--- config.mk ---
export PLATFORM = sky130hd
export DESIGN_NAME = wdt_core
export DESIGN_NICKNAME = d
export VERILOG_FILES = /design/src/rtl/wdt_pkg.sv /design/src/rtl/wdt_regs.sv /design/src/rtl/wdt_prescaler.sv /design/src/rtl/wdt_countdown.sv /design/src/rtl/wdt_core.sv
export SDC_FILE = /design/constraint.sdc
export NUM_CORES = 1
export LEC_CHECK = 0
export BUFFER_PORTS_ARGS = -buffer_cell sky130_fd_sc_hd__buf_4
export CAP_MARGIN = 20
export CELL_PAD_IN_SITES_DETAIL_PLACEMENT = 1
export CELL_PAD_IN_SITES_GLOBAL_PLACEMENT = 1
export CORE_UTILIZATION = 33
export DETAILED_ROUTE_END_ITERATION = 8
export GPL_ROUTABILITY_DRIVEN = 0
export PLACE_DENSITY_LB_ADDON = 0.1
export SYNTH_ARGS = -nofsm -noshare
export SYNTH_HDL_FRONTEND = slang
export SYNTH_SLANG_ARGS = --single-unit
--- constraint.sdc ---
create_clock -name clk -period 1.7 [get_ports clk]
set_input_delay 0.085 -clock clk [delete_from_list [all_inputs] [get_ports clk]]
set_output_delay 0.085 -clock clk [all_outputs]
set_load 0.02 [all_outputs]
--- src/rtl/wdt_pkg.sv ---
// Package: wdt_pkg
// Shared field positions and widths for the watchdog core.
// Assumes a 32-bit register word and a 16-bit timeout.
package wdt_pkg;
    localparam int unsigned REG_W      = 32;
    localparam int unsigned TMO_W      = 16;
    localparam int unsigned BIT_RUN    = 0;
    localparam int unsigned BIT_FIRED  = 1;
    localparam int unsigned BIT_SDSEL  = 2;
    localparam int unsigned BIT_HWDIS  = 3;
    localparam int unsigned BIT_RELOAD = 7;

    // Writable control state kept in flops.
    typedef struct packed {
        logic sd_sel;
        logic fired;
        logic run;
    } ctrl_state_t;
endpackage

--- src/rtl/wdt_regs.sv ---
// Module: wdt_regs
// Control and timeout registers of the watchdog.
// Decodes writes and produces the restart strobe for the prescaler and
// the countdown. Expiry from the countdown overrides software writes to
// run and fired. Assumes one write per strobe cycle.
module wdt_regs
    import wdt_pkg::*;
#(
    parameter int unsigned ADDR_W    = 3,
    parameter int unsigned CTRL_OFF  = 0,
    parameter int unsigned COUNT_OFF = 4
) (
    input  logic              clk,
    input  logic              rst_n,
    input  logic              reg_wr,
    input  logic [ADDR_W-1:0] reg_addr,
    input  logic [REG_W-1:0]  reg_wdata,
    input  logic              hw_disable,
    input  logic              expire,
    output logic [REG_W-1:0]  reg_rdata,
    output logic              run,
    output logic              fired,
    output logic              sd_sel,
    output logic              restart,
    output logic [TMO_W-1:0]  timeout
);
    localparam logic [ADDR_W-1:0] A_CTRL  = ADDR_W'(CTRL_OFF);
    localparam logic [ADDR_W-1:0] A_COUNT = ADDR_W'(COUNT_OFF);

    ctrl_state_t st_q;
    logic [TMO_W-1:0] tmo_q;
    logic ctrl_wr;
    logic count_wr;
    logic unused_wdata_bits;

    // Decode which register a write targets.
    assign ctrl_wr  = reg_wr && (reg_addr == A_CTRL);
    assign count_wr = reg_wr && (reg_addr == A_COUNT);
    assign unused_wdata_bits = ^{reg_wdata[REG_W-1:BIT_RELOAD+1],
                                 reg_wdata[BIT_RELOAD-1:BIT_SDSEL+1]};

    // Restart on explicit reload or on a run rising edge that is allowed.
    assign restart = ctrl_wr && (reg_wdata[BIT_RELOAD] ||
                     (reg_wdata[BIT_RUN] && !st_q.run && !hw_disable));

    // Control state update: expiry beats software, disable beats run.
    always_ff @(posedge clk) begin
        if (!rst_n) begin
            st_q <= '0;
        end else begin
            if (ctrl_wr) begin
                st_q.run    <= reg_wdata[BIT_RUN] && !hw_disable;
                st_q.sd_sel <= reg_wdata[BIT_SDSEL];
                if (reg_wdata[BIT_FIRED]) begin
                    st_q.fired <= 1'b0;
                end
            end else if (hw_disable) begin
                st_q.run <= 1'b0;
            end
            if (expire) begin
                st_q.run   <= 1'b0;
                st_q.fired <= 1'b1;
            end
        end
    end

    // Timeout register holds the low 16 bits of a write.
    always_ff @(posedge clk) begin
        if (!rst_n) begin
            tmo_q <= '0;
        end else if (count_wr) begin
            tmo_q <= reg_wdata[TMO_W-1:0];
        end
    end

    // Read multiplexer; reload and reserved bits read zero.
    always_comb begin
        reg_rdata = '0;
        if (reg_addr == A_CTRL) begin
            reg_rdata[BIT_RUN]   = st_q.run;
            reg_rdata[BIT_FIRED] = st_q.fired;
            reg_rdata[BIT_SDSEL] = st_q.sd_sel;
            reg_rdata[BIT_HWDIS] = hw_disable;
        end else if (reg_addr == A_COUNT) begin
            reg_rdata[TMO_W-1:0] = tmo_q;
        end
    end

    assign run     = st_q.run;
    assign fired   = st_q.fired;
    assign sd_sel  = st_q.sd_sel;
    assign timeout = tmo_q;

    AST_DISABLE_STOPS_RUN: assert property (@(posedge clk) disable iff (!rst_n)
        hw_disable |=> !run);
    AST_FIRED_STICKY: assert property (@(posedge clk) disable iff (!rst_n)
        (fired && !(reg_wr && reg_addr == A_CTRL && reg_wdata[BIT_FIRED])) |=> fired);
endmodule

--- src/rtl/wdt_prescaler.sv ---
// Module: wdt_prescaler
// Divides the clock into ticks with one of four parameter ratios.
// Restarts from zero on restart or while stopped, so the first tick is
// a full period away. Assumes every ratio is at least 2.
module wdt_prescaler #(
    parameter int unsigned DIV_0 = 2,
    parameter int unsigned DIV_1 = 3,
    parameter int unsigned DIV_2 = 5,
    parameter int unsigned DIV_3 = 8
) (
    input  logic       clk,
    input  logic       rst_n,
    input  logic       run,
    input  logic       restart,
    input  logic [1:0] sel,
    output logic       tick
);
    localparam int unsigned MAX_A   = (DIV_0 > DIV_1) ? DIV_0 : DIV_1;
    localparam int unsigned MAX_B   = (DIV_2 > DIV_3) ? DIV_2 : DIV_3;
    localparam int unsigned MAX_DIV = (MAX_A > MAX_B) ? MAX_A : MAX_B;
    localparam int unsigned PW      = $clog2(MAX_DIV + 1);

    function automatic int unsigned div_at(input int unsigned idx);
        case (idx)
            0:       return DIV_0;
            1:       return DIV_1;
            2:       return DIV_2;
            default: return DIV_3;
        endcase
    endfunction

    logic [PW-1:0] last_tab [4];
    logic [PW-1:0] last;
    logic [PW-1:0] pcnt;

    // Terminal count for each ratio.
    for (genvar g = 0; g < 4; g++) begin : g_div
        assign last_tab[g] = PW'(div_at(g) - 1);
    end

    assign last = last_tab[sel];
    assign tick = run && !restart && (pcnt >= last);

    // Phase counter, cleared on restart, stop or wrap.
    always_ff @(posedge clk) begin
        if (!rst_n) begin
            pcnt <= '0;
        end else if (restart || !run || (pcnt >= last)) begin
            pcnt <= '0;
        end else begin
            pcnt <= pcnt + PW'(1);
        end
    end

    AST_TICK_GAP: assert property (@(posedge clk) disable iff (!rst_n)
        tick |=> !tick);
    AST_RESTART_PHASE: assert property (@(posedge clk) disable iff (!rst_n)
        restart |=> (pcnt == '0));
endmodule

--- src/rtl/wdt_countdown.sv ---
// Module: wdt_countdown
// Tick-driven down-counter and expiry request generator.
// Loads on restart, counts down on tick. The tick that finds the count at
// 1 or 0 expires the timer. Assumes tick and load never coincide.
module wdt_countdown
    import wdt_pkg::*;
(
    input  logic             clk,
    input  logic             rst_n,
    input  logic             load,
    input  logic [TMO_W-1:0] load_val,
    input  logic             tick,
    input  logic             sd_sel,
    output logic             expire,
    output logic             reset_req,
    output logic             shutdown_req
);
    logic [TMO_W-1:0] cnt;

    assign expire = tick && !load && (cnt <= TMO_W'(1));

    // Count register: load, decrement or park at zero on expiry.
    always_ff @(posedge clk) begin
        if (!rst_n) begin
            cnt <= '0;
        end else if (load) begin
            cnt <= load_val;
        end else if (expire) begin
            cnt <= '0;
        end else if (tick) begin
            cnt <= cnt - TMO_W'(1);
        end
    end

    // One-clock request pulse steered by the shutdown select.
    always_ff @(posedge clk) begin
        if (!rst_n) begin
            reset_req    <= 1'b0;
            shutdown_req <= 1'b0;
        end else begin
            reset_req    <= expire && !sd_sel;
            shutdown_req <= expire && sd_sel;
        end
    end

    AST_COUNT_HOLDS: assert property (@(posedge clk) disable iff (!rst_n)
        (!load && !tick) |=> $stable(cnt));
    AST_LOAD_VALUE: assert property (@(posedge clk) disable iff (!rst_n)
        load |=> (cnt == $past(load_val)));
    AST_ONE_REQUEST: assert property (@(posedge clk) disable iff (!rst_n)
        $onehot0({reset_req, shutdown_req}));
    AST_PULSE_SHORT: assert property (@(posedge clk) disable iff (!rst_n)
        (reset_req || shutdown_req) |=> !(reset_req || shutdown_req));
endmodule

--- src/rtl/wdt_core.sv ---
// Module: wdt_core
// Watchdog top: registers, prescaler and countdown wired together.
// Assumes the register port issues single-cycle write strobes and reads
// combinationally. Expiry drives a one-clock reset or shutdown request.
module wdt_core
    import wdt_pkg::*;
#(
    parameter int unsigned ADDR_W    = 3,
    parameter int unsigned CTRL_OFF  = 0,
    parameter int unsigned COUNT_OFF = 4,
    parameter int unsigned DIV_0     = 2,
    parameter int unsigned DIV_1     = 3,
    parameter int unsigned DIV_2     = 5,
    parameter int unsigned DIV_3     = 8
) (
    input  logic              clk,
    input  logic              rst_n,
    input  logic              reg_wr,
    input  logic [ADDR_W-1:0] reg_addr,
    input  logic [31:0]       reg_wdata,
    output logic [31:0]       reg_rdata,
    input  logic              hw_disable,
    input  logic [1:0]        tick_sel,
    output logic              reset_req,
    output logic              shutdown_req
);
    logic run;
    logic fired;
    logic sd_sel;
    logic restart;
    logic tick;
    logic expire;
    logic [TMO_W-1:0] timeout;

    wdt_regs #(
        .ADDR_W    (ADDR_W),
        .CTRL_OFF  (CTRL_OFF),
        .COUNT_OFF (COUNT_OFF)
    ) u_regs (
        .clk        (clk),
        .rst_n      (rst_n),
        .reg_wr     (reg_wr),
        .reg_addr   (reg_addr),
        .reg_wdata  (reg_wdata),
        .hw_disable (hw_disable),
        .expire     (expire),
        .reg_rdata  (reg_rdata),
        .run        (run),
        .fired      (fired),
        .sd_sel     (sd_sel),
        .restart    (restart),
        .timeout    (timeout)
    );

    wdt_prescaler #(
        .DIV_0 (DIV_0),
        .DIV_1 (DIV_1),
        .DIV_2 (DIV_2),
        .DIV_3 (DIV_3)
    ) u_presc (
        .clk     (clk),
        .rst_n   (rst_n),
        .run     (run),
        .restart (restart),
        .sel     (tick_sel),
        .tick    (tick)
    );

    wdt_countdown u_count (
        .clk          (clk),
        .rst_n        (rst_n),
        .load         (restart),
        .load_val     (timeout),
        .tick         (tick),
        .sd_sel       (sd_sel),
        .expire       (expire),
        .reset_req    (reset_req),
        .shutdown_req (shutdown_req)
    );

    AST_EXPIRY_FLAGS: assert property (@(posedge clk) disable iff (!rst_n)
        (reset_req || shutdown_req) |-> (fired && !run));
endmodule

==> flow_summary.ini <==
[timing]
finalSetupViolations = 12
period_share_pct = 107
rsz0062_at_grt = yes
fin_tns_setup_ns = -0.789
timing.final.ws_setup_ns = -0.111
whs_ns = 0.0268
period_needed_ns = 1.81
worstMarginPinSlew_ns = 0.514
finalHoldViolCount = 0
clock_skew_ns = 0.0103
fmax_mhz = 552
drv_slew = 0
relSlewSlack_pct = 65.7

[cells_and_area]
syn_to_final_growth_pct = 47.9
drive_gt1_share_pct = 39.6
final_nets = 426
multi_input_area_um2 = 1580
insertedDiodeCount = 0
final_common_cell = buf_4
layout_common_cells = buf_4 (89), nand2_1 (42), dfxtp_1 (35)
seq_area_um2 = 828
final_design_area_no_fill_um2 = 3420
fillers = 816

[power_and_ir_drop]
powerDensity_nw_per_um2 = 656
switchingPower_mw = 0.625
sw_frac_of_total_pct = 27.9
p_int_mw = 1.62
pwr-share-comb_pct = 21.2
ir_drop_mv = 0.449
clock_power_share_pct = 34.6
pwr-share-seq_pct = 44.1
p_leak_nw = 1.41

[hold_path]
min_path_cells = 3
min_to = u_regs.timeout[9]
worstHoldPathType = input port to flip-flop
min_from = reg_wdata[9]

[die]
start_util_pct = 34.0
dieArea_um2 = 7350
num_rows = 30
chipHeight_um = 85.7
core_um2 = 6790
io_pins = 75
die_w_um = 85.7

[worst_setup_path]
r2r_end = u_count.cnt[4]
slowest_delay_ns = 0.46
crit_path_top_delay_cell = nor4_1
crit_path_max_fanout = 5
crit_arrival_ns = 1.98
crit_chain = nor3_2, nand2_1, buf_4, nor4_1, buf_4, or4_4, a31oi_2
r2r-start = u_count.cnt[9]
reg2regPathDepth = 7
crit_path_start_kind = flip-flop
reg2reg_slack_ns = -0.11
cp_common_cell = buf_4
cp.buffers_inverters = 2
worst-setup-path-type = flip-flop to flip-flop
cp.required_ns = 1.87
crit_family = simple AND/OR/NAND/NOR gates
end_kind = flip-flop

[run_status]
violations = setup timing
outcome = complete, but fails checks

[drt]
drtIter0Drc = 71
via_per_inst = 5.04
ant_nets = 0
drc = 0
totalWireLength_mm = 7.43
via_count = 2395
wl_per_cell_um = 15.7
drtPass1Iterations = 4

[clock_tree]
clk_pin_slew_ns = 0.08
numCtsBuffers = 5
clock-sinks = 41
cts_htree_levels = 2
clock_latency_ns = 0.30
cts_tree = yes
cts_buffer_depth = 2
cts_root_buffer = clkbuf_8

[yosys]
synthFlopType = dfxtp_1
synth_top_area_share_pct = 35.5
synth_seq_area_share_pct = 35.5
synth_edf_count = 0
syn_inst = 290
yosysWarnings = 0
syn_area_um2 = 2310
ys_top_cells_by_area = dfxtp_1 (35%), nand2_1 (7.3%), buf_4 (5.5%)
ys_seq_elements = 41
synth.distinct_cells = 46
synthArstFlopShare_pct = 0
synth_area_leader_cell = dfxtp_1
syn_avg_cell_area_um2 = 7.97

[placed_design]
placed_cell_area_um2 = 3010
pre_cts_slack_ns = -0.241
hpwl_mm = 5.47
port_buffers = 42

[global_route]
grt_pass1_vias = 2363
grt_max_degree = 27
grt_antenna_before_repair = 0
grt_use_total_pct = 20.5
grt_pass1_wl_mm = 11.8
gr-total-overflow = 0

[flow_run]
maxCapViolations = 0
[state kept, by name (all words and copies together) (netlist names)]
register	count
u_count.cnt	16
u_count.reset_req	1
u_count.shutdown_req	1
u_presc.pcnt	4
u_regs.fired	1
u_regs.run	1
u_regs.sd_sel	1
u_regs.timeout	16
[cells in the mapped netlist, types with 6 or more instances]
cell and number:
nand2_1 45, dfxtp_1 41, a21oi_1 23, buf_4 17, and2_1 15, o21ai_0 15, nor2_1 14, nand3_1 11
a31oi_1 9, clkbuf_1 9, inv_1 8, ha_1 6, mux2i_1 6, nor3_1 6
[repair_timing]
action	in CTS	in global routing
setup endpoints to repair	20	20
setup buffers	4	0
hold buffers	1	0
gates resized for setup	30	26
pin swaps	16	9
hold endpoints to repair	1	0
gates cloned	0	0
[worst max path at each step]
stage | slack (ns) | end | cells after the start | startpoint
6_report | -0.11 | u_count.cnt[4] | 7 | u_count.cnt[9]
5_1_grt | -0.17 | u_count.cnt[9] | 8 | u_count.cnt[1]
4_1_cts | -0.08 | u_count.cnt[1] | 7 | u_presc.pcnt[2]
3_5_place_dp | -0.24 | u_count.cnt[2] | 7 | u_count.cnt[0]
3_3_place_gp | -0.20 | u_count.cnt[3] | 8 | u_presc.pcnt[0]
2_1_floorplan | -0.02 | u_count.cnt[2] | 7 | u_presc.pcnt[0]
[cell type report]
class | count | area share, %
inverter | 8 | 0.878
multi-input combinational | 226 | 46.2
sequential | 41 | 24.2
tap | 96 | 3.51
clock inverter | 2 | 1.02
clock buffer | 5 | 2.01
timing repair buffer | 97 | 22.1
[power groups by stage]
stage	logic, mW	registers (mW)	clock network (mW)
floorplan	0.244	1.01	0
global placement	0.401	1.01	0
detailed placement	0.406	1.01	0
CTS	0.446	0.989	0.797
global route	0.512	0.992	0.828
finish	0.477	0.990	0.777
[metal layers]
metal	vias up	routed length, µm	GRT usage (%)
li1	1171	-	-
met1	1161	3340	26.8
met2	56	3660	34.6
met3	7	336	3.46
met4	0	92	6.36
met5	-	0	0
[through the flow]
| stage | util (%) | cells | total power [mW] |
|---|---|---|---|
| after floorplan | - | 305 | 1.25 |
| after global placement | 44.2 | 463 | 1.41 |
| after detailed placement | 44.2 | 463 | 1.42 |
| after CTS | 48.3 | 475 | 2.23 |
| after global routing | 50.3 | 475 | 2.33 |
| final | 50.3 | 475 | 2.24 |
[cell families after synthesis]
logic type / synth area share [%]
and+or+nand+nor: 28.7
AOI/OAI and AO/OA: 18.1
DFF: 35.5
buffers and inverters: 9.42
adders and majority gates: 3.25
xor gates and xnor gates: 2.27
muxes: 2.60
other: 0.162
[worst register-to-register path, delay by kind of cell, from the launching register on]
family,cells,cell delay [ns]
AOI/OAI and AO/OA,1,0.07
buffers and inverters,2,0.40
DFF,1,0.33
and+or+nand+nor,4,0.89
(Power assumes the default switching activity.)
